==> config.mk <==
export PLATFORM = sky130hd
export DESIGN_NAME = codec_clk_tree
export DESIGN_NICKNAME = d
export VERILOG_FILES = /design/src/rtl/codec_clk_pkg.sv /design/src/rtl/codec_clk_stage.sv /design/src/rtl/codec_clk_gate.sv /design/src/rtl/codec_clk_tree.sv
export SDC_FILE = /design/constraint.sdc
export NUM_CORES = 1
export LEC_CHECK = 0
export BUFFER_PORTS_ARGS = -buffer_cell sky130_fd_sc_hd__buf_2
export CAP_MARGIN = 20
export CORE_MARGIN = 2
export CORE_UTILIZATION = 30
export CTS_CLUSTER_DIAMETER = 100
export DETAILED_ROUTE_END_ITERATION = 6
export GPL_TIMING_DRIVEN = 0
export SETUP_SLACK_MARGIN = 0.4
export SYNTH_ARGS = -nofsm -noshare
export SYNTH_HDL_FRONTEND = slang
export SYNTH_SLANG_ARGS = --single-unit
export TNS_END_PERCENT = 1
==> constraint.sdc <==
create_clock -name clk -period 3.1 [get_ports clk]
set_input_delay 0.31 -clock clk [delete_from_list [all_inputs] [get_ports clk]]
set_output_delay 0.31 -clock clk [all_outputs]
set_load 0.01 [all_outputs]
==> src/rtl/codec_clk_pkg.sv <==
package codec_clk_pkg;
  localparam int unsigned CFG_W      = 8;
  localparam int unsigned STAGE_W    = 7;
  localparam int unsigned PB_OSR_W   = 10;
  localparam int unsigned REC_OSR_W  = 8;
  localparam int unsigned N_GATED    = 4;

  typedef struct packed {
    logic               req;
    logic [STAGE_W-1:0] value;
  } div_word_t;

  typedef enum logic [1:0] {
    IDX_PB_ROOT  = 2'd0,
    IDX_PB_MOD   = 2'd1,
    IDX_REC_ROOT = 2'd2,
    IDX_REC_MOD  = 2'd3
  } div_idx_e;
endpackage

==> src/rtl/codec_clk_stage.sv <==
module codec_clk_stage #(
  parameter int unsigned W = 7
) (
  input  logic         clk,
  input  logic         rst_n,
  input  logic         run_i,
  input  logic         ce_i,
  input  logic [W-1:0] value_i,
  output logic         pulse_o,
  output logic         zero_o
);
  logic [W-1:0] cnt;
  logic [W-1:0] last;

  // a value of zero wraps to all ones, which gives the full 2**W count
  assign last    = value_i - 1'b1;
  assign pulse_o = run_i & ce_i & (cnt == last);
  assign zero_o  = (cnt == '0);

  always_ff @(posedge clk or negedge rst_n) begin
    if (!rst_n)          cnt <= '0;
    else if (!run_i)     cnt <= '0;
    else if (ce_i)       cnt <= (cnt == last) ? '0 : cnt + 1'b1;
  end

  a_r1_wrap_after_pulse: assert property (@(posedge clk) disable iff (!rst_n)
    pulse_o |=> zero_o);
endmodule

==> src/rtl/codec_clk_gate.sv <==
module codec_clk_gate (
  input  logic       clk,
  input  logic       rst_n,
  input  logic       req_pb_root,
  input  logic       req_pb_mod,
  input  logic       req_rec_root,
  input  logic       req_rec_mod,
  input  logic [1:0] pb_busy,
  input  logic       rec_busy,
  input  logic       rec_rate_req,
  input  logic       rec_on_pb,
  output logic       run_pb_root,
  output logic       run_pb_mod,
  output logic       run_rec_root,
  output logic       run_rec_mod
);
  logic pb_idle;
  logic keep_pb_root;
  logic keep_pb_mod;

  assign pb_idle      = ~|pb_busy;
  assign keep_pb_root = rec_on_pb & rec_busy;
  assign keep_pb_mod  = rec_on_pb & rec_rate_req;

  always_ff @(posedge clk or negedge rst_n) begin
    if (!rst_n) begin
      run_pb_root  <= 1'b0;
      run_pb_mod   <= 1'b0;
      run_rec_root <= 1'b0;
      run_rec_mod  <= 1'b0;
    end else begin
      // playback root: stops only after its child, when playback is down
      if (req_pb_root)
        run_pb_root <= 1'b1;
      else if (pb_idle && !run_pb_mod && !keep_pb_root)
        run_pb_root <= 1'b0;

      if (req_pb_mod && run_pb_root)
        run_pb_mod <= 1'b1;
      else if (!req_pb_mod && pb_idle && !keep_pb_mod)
        run_pb_mod <= 1'b0;

      if (req_rec_root)
        run_rec_root <= 1'b1;
      else if (!rec_busy && !run_rec_mod)
        run_rec_root <= 1'b0;

      if (req_rec_mod && run_rec_root)
        run_rec_mod <= 1'b1;
      else if (!req_rec_mod && !rec_busy)
        run_rec_mod <= 1'b0;
    end
  end

  a_r4_pb_child_needs_root: assert property (@(posedge clk) disable iff (!rst_n)
    run_pb_mod |-> run_pb_root);
  a_r4_rec_child_needs_root: assert property (@(posedge clk) disable iff (!rst_n)
    run_rec_mod |-> run_rec_root);
  a_r5_pb_mod_stops_idle: assert property (@(posedge clk) disable iff (!rst_n)
    $fell(run_pb_mod) |-> $past(pb_idle));
  a_r6_rec_mod_stops_idle: assert property (@(posedge clk) disable iff (!rst_n)
    $fell(run_rec_mod) |-> $past(!rec_busy));
  a_r8_pb_root_held: assert property (@(posedge clk) disable iff (!rst_n)
    $fell(run_pb_root) |-> $past(!(rec_on_pb && rec_busy)));
endmodule

==> src/rtl/codec_clk_tree.sv <==
module codec_clk_tree
  import codec_clk_pkg::*;
#(
  parameter int unsigned STG_W  = STAGE_W,
  parameter int unsigned POSR_W = PB_OSR_W,
  parameter int unsigned ROSR_W = REC_OSR_W,
  localparam int unsigned HI_W  = POSR_W - 8
) (
  input  logic              clk,
  input  logic              rst_n,
  input  logic [STG_W:0]    pb_root_cfg,
  input  logic [STG_W:0]    pb_mod_cfg,
  input  logic [HI_W-1:0]   pb_osr_hi,
  input  logic [7:0]        pb_osr_lo,
  input  logic [STG_W:0]    rec_root_cfg,
  input  logic [STG_W:0]    rec_mod_cfg,
  input  logic [ROSR_W-1:0] rec_osr,
  input  logic [1:0]        pb_busy,
  input  logic              rec_busy,
  input  logic              rec_rate_req,
  output logic              pb_mod_ce,
  output logic              pb_fs_ce,
  output logic              rec_mod_ce,
  output logic              rec_fs_ce,
  output logic              rec_on_pb,
  output logic [3:0]        div_running
);
  logic [STG_W:0] cfg_word [4];
  logic [3:0]     stage_ce;
  logic [3:0]     stage_pulse;
  logic [3:0]     stage_zero;
  logic           pb_osr_zero;
  logic           rec_osr_zero;
  logic           rec_osr_run;
  logic           rec_own_mod;

  assign cfg_word[IDX_PB_ROOT]  = pb_root_cfg;
  assign cfg_word[IDX_PB_MOD]   = pb_mod_cfg;
  assign cfg_word[IDX_REC_ROOT] = rec_root_cfg;
  assign cfg_word[IDX_REC_MOD]  = rec_mod_cfg;

  codec_clk_gate u_gate (
    .clk          (clk),
    .rst_n        (rst_n),
    .req_pb_root  (pb_root_cfg[STG_W]),
    .req_pb_mod   (pb_mod_cfg[STG_W]),
    .req_rec_root (rec_root_cfg[STG_W]),
    .req_rec_mod  (rec_mod_cfg[STG_W]),
    .pb_busy      (pb_busy),
    .rec_busy     (rec_busy),
    .rec_rate_req (rec_rate_req),
    .rec_on_pb    (rec_on_pb),
    .run_pb_root  (div_running[IDX_PB_ROOT]),
    .run_pb_mod   (div_running[IDX_PB_MOD]),
    .run_rec_root (div_running[IDX_REC_ROOT]),
    .run_rec_mod  (div_running[IDX_REC_MOD])
  );

  // roots count master cycles, modulators count their root's strobes
  assign stage_ce = {stage_pulse[IDX_REC_ROOT], 1'b1, stage_pulse[IDX_PB_ROOT], 1'b1};

  for (genvar g = 0; g < 4; g++) begin : g_stage
    codec_clk_stage #(.W(STG_W)) u_div (
      .clk     (clk),
      .rst_n   (rst_n),
      .run_i   (div_running[g]),
      .ce_i    (stage_ce[g]),
      .value_i (cfg_word[g][STG_W-1:0]),
      .pulse_o (stage_pulse[g]),
      .zero_o  (stage_zero[g])
    );
  end

  assign pb_mod_ce   = stage_pulse[IDX_PB_MOD];
  assign rec_own_mod = stage_pulse[IDX_REC_MOD];

  codec_clk_stage #(.W(POSR_W)) u_pb_osr (
    .clk     (clk),
    .rst_n   (rst_n),
    .run_i   (div_running[IDX_PB_MOD]),
    .ce_i    (pb_mod_ce),
    .value_i ({pb_osr_hi, pb_osr_lo}),
    .pulse_o (pb_fs_ce),
    .zero_o  (pb_osr_zero)
  );

  assign rec_osr_run = rec_on_pb ? div_running[IDX_PB_MOD] : div_running[IDX_REC_MOD];
  assign rec_mod_ce  = rec_on_pb ? pb_mod_ce : rec_own_mod;

  codec_clk_stage #(.W(ROSR_W)) u_rec_osr (
    .clk     (clk),
    .rst_n   (rst_n),
    .run_i   (rec_osr_run),
    .ce_i    (rec_mod_ce),
    .value_i (rec_osr),
    .pulse_o (rec_fs_ce),
    .zero_o  (rec_osr_zero)
  );

  // source changes only on an empty oversampling count
  always_ff @(posedge clk or negedge rst_n) begin
    if (!rst_n)            rec_on_pb <= 1'b1;
    else if (rec_osr_zero) rec_on_pb <= ~(div_running[IDX_REC_ROOT] | div_running[IDX_REC_MOD]);
  end

  a_r10_switch_on_empty: assert property (@(posedge clk) disable iff (!rst_n)
    !$stable(rec_on_pb) |-> $past(rec_osr_zero));
  a_r12_stopped_is_clear: assert property (@(posedge clk) disable iff (!rst_n)
    ($past(div_running) == 4'b0000) |-> (&{stage_zero, pb_osr_zero}));
endmodule

# Word level (Yosys, flattened, before mapping)
# Index checks and enable logic that the tools add are counted.
[totals] reg_bits=51 in_bits=56 out_inout_bits=9 elab_cells=95
[classes] add_sub_neg=12 eq_ne=10 mux=26 bitwise_logic=14 reduce_logical=22
[op_table] cell="7-bit 2-to-1 mux" n=10
[op_table] cell="10-bit 2-to-1 mux" n=3
[op_table] cell="7-bit by 1-bit adder with 7-bit output (second input constant)" n=4
[op_table] cell="7-bit == test" n=4
[op_table] cell="7-bit by 1-bit subtractor with 7-bit output (second input constant)" n=4
[op_table] cell="8-bit 2-to-1 mux" n=3
[op_table] cell="1-bit AND" n=12
[op_table] cell="10-bit by 1-bit adder with 10-bit output (second input constant)" n=1
[op_table] cell="10-bit == test" n=1
[op_table] cell="1-bit 2-to-1 mux" n=10
[op_table] cell="10-bit by 1-bit subtractor with 10-bit output (second input constant)" n=1
[op_table] cell="8-bit by 1-bit adder with 8-bit output (second input constant)" n=1
[op_table] cell="8-bit == test" n=1
[op_table] cell="1-bit logical AND" n=8
[op_table] cell="1-bit logical NOT" n=8
[op_table] cell="8-bit logical NOT" n=1
[op_table] cell="2-bit nonzero test" n=4
[op_table] cell="8-bit by 1-bit subtractor with 8-bit output (second input constant)" n=1
[op_table] cell="2-bit by 1-bit inequality test with 1-bit output (second input constant)" n=2
[op_table] cell="2-bit inequality test (second input constant)" n=2
[op_table] cell="2-bit OR reduction" n=1
[op_table] cell="1-bit inverter" n=1
[op_table] cell="1-bit OR" n=1

# Logic depth before layout (Yosys ltp)
[logic_depth] word_depth=8 mapped_depth=11 mapped_depth_nobuf=9

# By module
# A second synthesis with hierarchy kept.
[hier_totals] hier_cells=526 area_unflattened_um2=4693.3
[modules_own_cells] mod="codec_clk_stage at g_stage[0].u_div ..." n_inst=4 cells_each=76 area_per_inst_um2=674.4
[modules_own_cells] mod="codec_clk_stage at u_pb_osr" n_inst=1 cells_each=113 area_per_inst_um2=1012.2
[modules_own_cells] mod="codec_clk_stage at u_rec_osr" n_inst=1 cells_each=87 area_per_inst_um2=749.5
[modules_own_cells] mod="codec_clk_gate" n_inst=1 cells_each=16 area_per_inst_um2=166.4
[modules_own_cells] mod="codec_clk_tree" n_inst=1 cells_each=6 area_per_inst_um2=67.6

# Least setup slack after synthesis
# Ideal clock, no wire load.
[synth_path] path_kind="input-to-output" start="input pb_root_cfg[0]" end="output pb_fs_ce" arrival_time_ns=2.671 required_ns=2.790 setup_slack_ns=0.119 cell_stages=8 n_path_buf=0 path_cell_list="inv_1 ha_1 or3b_2 a211o_1 a311oi_1 o211ai_1 nor3_1 and2_1"
[synth_between] elab_chain_len=7
[synth_rtl] element="from (decl)" line="codec_clk_tree.sv:11" source="input logic [STG_W:0] pb_root_cfg,"
[synth_rtl] element="7-bit by 1-bit subtractor with 7-bit output" line="codec_clk_stage.sv:16" source="assign last = value_i - 1'b1;"
[synth_rtl] element="7-bit == test" line="codec_clk_stage.sv:17" source="assign pulse_o = run_i & ce_i & (cnt == last);"
[synth_rtl] element="1-bit AND (3 in series)" line="codec_clk_stage.sv:17"
[synth_rtl] element="net pb_mod_ce" line="codec_clk_tree.sv:21" source="output logic pb_mod_ce,"
[synth_rtl] element="1-bit AND (2 in series)" line="codec_clk_stage.sv:17"
[synth_rtl] element="to (decl)" line="codec_clk_tree.sv:22" source="output logic pb_fs_ce,"
# The timed path passes the listed nets, and every way through them passes these cells.

# Worst setup path in the final report
[layout_path] start="input pb_osr_lo[1]" end="output pb_fs_ce"
[layout_between] elab_chain_len=3
[layout_rtl] element="from (decl)" line="codec_clk_tree.sv:14" source="input logic [7:0] pb_osr_lo,"
[layout_rtl] element="10-bit by 1-bit subtractor with 10-bit output" line="codec_clk_stage.sv:16"
[layout_rtl] element="10-bit == test" line="codec_clk_stage.sv:17"
[layout_rtl] element="1-bit AND" line="codec_clk_stage.sv:17"
# No other way between the ends.

==> metrics.csv <==
stage,metric,value,unit
drt,routed_via_density,5.20,
sta,clock_skew,0.00346,ns
cts,cts_sink_cnt,51,
synth,ys_seq_area_frac,0.302,
cells_and_area,syn2layout_area_growth,21.0,%
cts,htree_levels,2,
global_routing,track_usage,0.139,
cells_and_area,post_layout_nonfiller_instances,761,
critical_path,crit_path_max_incr_delay,0.54,ns
die,die-width,123,um
die,die_h,123,um
pwr,totalPowerFinal,0.00195,W
sta,maxClockFrequency,352,MHz
place,dp_slack,-0.278,ns
sta,finalHoldViolCount,1,
status,violations,hold timing,
synth,ys_ff_latch,51,
sta,setup_ws,0.259,ns
global_routing,grt_start_max_net_pins,32,
critical_path,timing.critical_path.from_type,primary input,
drt,final_antenna_net_count,0,
cts,clock-root-buffer,sky130_fd_sc_hd__clkbuf_16,
sta,worst-slew-pin-transition,0.776,ns
cells_and_area,final_nets,649,
pwr,power.density_cell_area,381,nW/um^2
sta,final-setup-viol-count,0,
global_routing,wire_length_of_the_first_global_routing_pass,17400,um
global_routing,gr-total-overflow,0,
sta,timing.final.crit_period,2.84,ns
critical_path,rr_startpoint,g_stage[1].u_div.cnt[5],
synth,netlist.area_leader.share,0.296,
global_routing,first_global_vias,3857,
critical_path,end_kind,output port,
drt,route.final.wire_length,10300,um
cts,cts_max_path_buffers,2,
synth,ys_async_sr_fraction,1.00,
status,run_status,"complete, but fails checks",
critical_path,timing.reg2reg.worst_path_depth,8,
place,buffer_ports.inserted,62,
synth,synth_edf_count,0,
die,row_count,43,
die,design.die.area,15100,sq um
critical_path,crit_fanout,4,
die,top_level_ports,65,
cts,clkLatencyLatePin,0.28,ns
place,placed_cells_incl_taps,748,
sta,final.period_utilization,0.917,
critical_path,worstPathCellList,buf_2 -> or4_1 -> or4_4 -> mux2i_1 -> o31a_1 -> o2111a_2 -> and2_1 -> buf_2,
sta,drv_slew,0,
cts,cts_buffers,5,
drt,vias,3956,
critical_path,crit_path_top_delay_cell,sky130_fd_sc_hd__or4_1,
synth,netlist_area,4230,sq um
cts,clkSlewWorstSetupHoldPaths,0.06,ns
synth,mappedNetlistNets,574,
synth,netlist.top_cell.by_area,sky130_fd_sc_hd__dfrtp_1,
drt,drt_pre_antenna_iters,4,
place,place.detailed.hpwl,8000,um
synth,ys_top_cells_by_area,"sky130_fd_sc_hd__dfrtp_1, sky130_fd_sc_hd__xnor2_1, sky130_fd_sc_hd__nor2_1",
sta,worst_hold_margin,-0.000107,ns
critical_path,cp-endpoint,pb_fs_ce,
drt,wire_per_inst,13.6,um
synth,yosys_warnings,0,
synth,synthDistinctLibCells,67,
cts,holdBufCountCts,0,
critical_path,cpMostUsedCell,sky130_fd_sc_hd__buf_2,
critical_path,worstSetupPathType,primary input to output port,
drt,detailedRoute.firstIterationViolations,154,
cells_and_area,antenna_cells,0,
min_path,hold_path.class,primary input to async pin,
sta,slew_headroom,0.481,
cells_and_area,multiInputGateArea,2880,sq um
die,design.core.area,13800,sq um
global_routing,initial_antenna_violation_count,0,
critical_path,worst-r2r-setup-slack,0.34,ns
cts,tritoncts,built,
synth,syn_avg_cell_area,8.38,sq um
cells_and_area,drive_gt1_frac,0.200,
synth,postSynth.topFlopCell,sky130_fd_sc_hd__dfrtp_1,
cells_and_area,sequential_cell_area,1280,sq um
critical_path,critPathArrivalTime,2.53,ns
pwr,max-vdd-ir-drop,0.213,mV
critical_path,timing.critical_path.required,2.79,ns
job,drv_cap,0,
drt,drcViolationCount,0,
synth,syn_inst,505,
pwr,power.leakage,2.24,nW
die,floorplan.initialDensity,0.306,
critical_path,worst_setup_path_startpoint,pb_osr_lo[1],
place,gp_routability_congestion,0.844,
cells_and_area,fillers,1441,
sta,fin_tns_setup,0,ns
critical_path,worst_r2r_endpoint,g_stage[1].u_div.cnt[2],
sta,setup_repair_after_global_routing_missed_its_margin,yes,
routing by layer:
metal,vias to the layer above,GRT usage,wire [um]
met2,69,0.248,5090
met1,1894,0.177,4750
met4,0,0.0309,117
li1,1985,-,-
met5,-,0,0
met3,8,0.0214,364
layout by cell type (no fill, tap or decap), drive strengths merged, types with 18 or more instances in the layout:
cell    netlist  final
nor2         49     49
xor2         21     21
nor3         21     21
inv          28     28
nand2        35     35
buf           5     73
nand3        28     28
o21ai        18     18
clkbuf       14     20
dfrtp        50     50
xnor2        43     43
final cells by class:
cell class | count | share of cell area
clock buffer | 6 | 0.0271
sequential | 51 | 0.250
timing repair buffer | 68 | 0.0719
clock inverter | 2 | 0.00684
buffer | 19 | 0.0183
tap | 180 | 0.0440
inverter | 28 | 0.0205
multi-input combinational | 407 | 0.562
where the power goes:
| group | leakage [nW] | total [W] | internal, W | switching [W] |
|---|---|---|---|---|
| registers | 0.679 | 0.000825 | 0.000735 | 0.0000901 |
| clock network | 0.0868 | 0.000626 | 0.000401 | 0.000225 |
| logic | 1.48 | 0.000499 | 0.000244 | 0.000256 |
| total | 2.24 | 0.00195 | 0.00138 | 0.000571 |
critical path: cells and delay by family:
kind | cells | cell delay [ns]
multiplexers | 1 | 0.15
buffers and inverters | 2 | 0.26
AND/OR/NAND/NOR | 3 | 1.20
AO/OA/AOI/OAI | 2 | 0.60
sequential cells by signal, summed over array words and instances, names as in the netlist:
signal	cells
u_pb_osr.cnt	10
rec_on_pb	1
u_rec_osr.cnt	8
u_gate.run_rec_root	1
g_stage.u_div.cnt	28
u_gate.run_rec_mod	1
u_gate.run_pb_mod	1
u_gate.run_pb_root	1
Yosys cell counts, types with 3 or more instances:
cell and instances:
sky130_fd_sc_hd__a2111oi_0 3, sky130_fd_sc_hd__a211oi_1 5, sky130_fd_sc_hd__a21o_1 10, sky130_fd_sc_hd__a21oi_1 13
sky130_fd_sc_hd__a22o_1 9, sky130_fd_sc_hd__a2bb2oi_1 3, sky130_fd_sc_hd__a31oi_1 3, sky130_fd_sc_hd__and2_1 5
sky130_fd_sc_hd__and3_1 7, sky130_fd_sc_hd__and3b_1 4, sky130_fd_sc_hd__buf_4 4, sky130_fd_sc_hd__clkbuf_1 14
sky130_fd_sc_hd__dfrtp_1 50, sky130_fd_sc_hd__ha_1 13, sky130_fd_sc_hd__inv_1 28, sky130_fd_sc_hd__mux2_2 3
sky130_fd_sc_hd__mux2i_1 5, sky130_fd_sc_hd__nand2_1 35, sky130_fd_sc_hd__nand2b_1 4, sky130_fd_sc_hd__nand3_1 28
sky130_fd_sc_hd__nand4_1 5, sky130_fd_sc_hd__nor2_1 49, sky130_fd_sc_hd__nor2b_1 9, sky130_fd_sc_hd__nor3_1 21
sky130_fd_sc_hd__nor3b_1 6, sky130_fd_sc_hd__nor4_1 9, sky130_fd_sc_hd__nor4b_1 4, sky130_fd_sc_hd__o211ai_1 5
sky130_fd_sc_hd__o21ai_0 18, sky130_fd_sc_hd__o221a_2 4, sky130_fd_sc_hd__o2bb2ai_1 3, sky130_fd_sc_hd__o31ai_1 5
sky130_fd_sc_hd__or2_2 5, sky130_fd_sc_hd__or3_1 7, sky130_fd_sc_hd__or4_1 5, sky130_fd_sc_hd__xnor2_1 43
sky130_fd_sc_hd__xor2_1 21
logic make-up (layout without fill, tap and decap cells):
family	count (synthesis)	after routing	synth area share
compound gates	108	108	0.191
xor+xnor	65	65	0.138
fa+ha+maj	13	13	0.0385
buf+inv	47	123	0.0455
flops	51	51	0.302
mux	8	8	0.0198
simple gates	213	213	0.266
metrics by stage:
| step | cell area, sq um | util |
|---|---|---|
| 2_1_floorplan | 4270 | - |
| 3_3_place_gp | 4800 | 0.347 |
| 3_5_place_dp | 4820 | 0.349 |
| 4_1_cts | 5080 | 0.367 |
| 5_1_grt | 5120 | 0.370 |
| 6_report | 5120 | 0.370 |
how the worst min path moves through the flow:
stage	depth (start not counted)	from	endpoint
after floorplan	0	rst_n	g_stage[0].u_div.cnt[0]
after global placement	1	g_stage[2].u_div.cnt[0]	g_stage[2].u_div.cnt[0]
after detailed placement	1	rst_n	g_stage[0].u_div.cnt[5]
after CTS	1	rst_n	g_stage[0].u_div.cnt[1]
after global routing	1	rst_n	g_stage[0].u_div.cnt[1]
final	1	rst_n	g_stage[0].u_div.cnt[5]
what timing repair did:
item | CTS | global route
hold endpoints to repair | 0 | 0
gates resized for setup | 11 | 8
endpoints found under the setup margin | 21 | 24
pin swaps | 7 | 3
buffers inserted | 5 | 0
No activity file was read; power rests on OpenSTA's default activity.
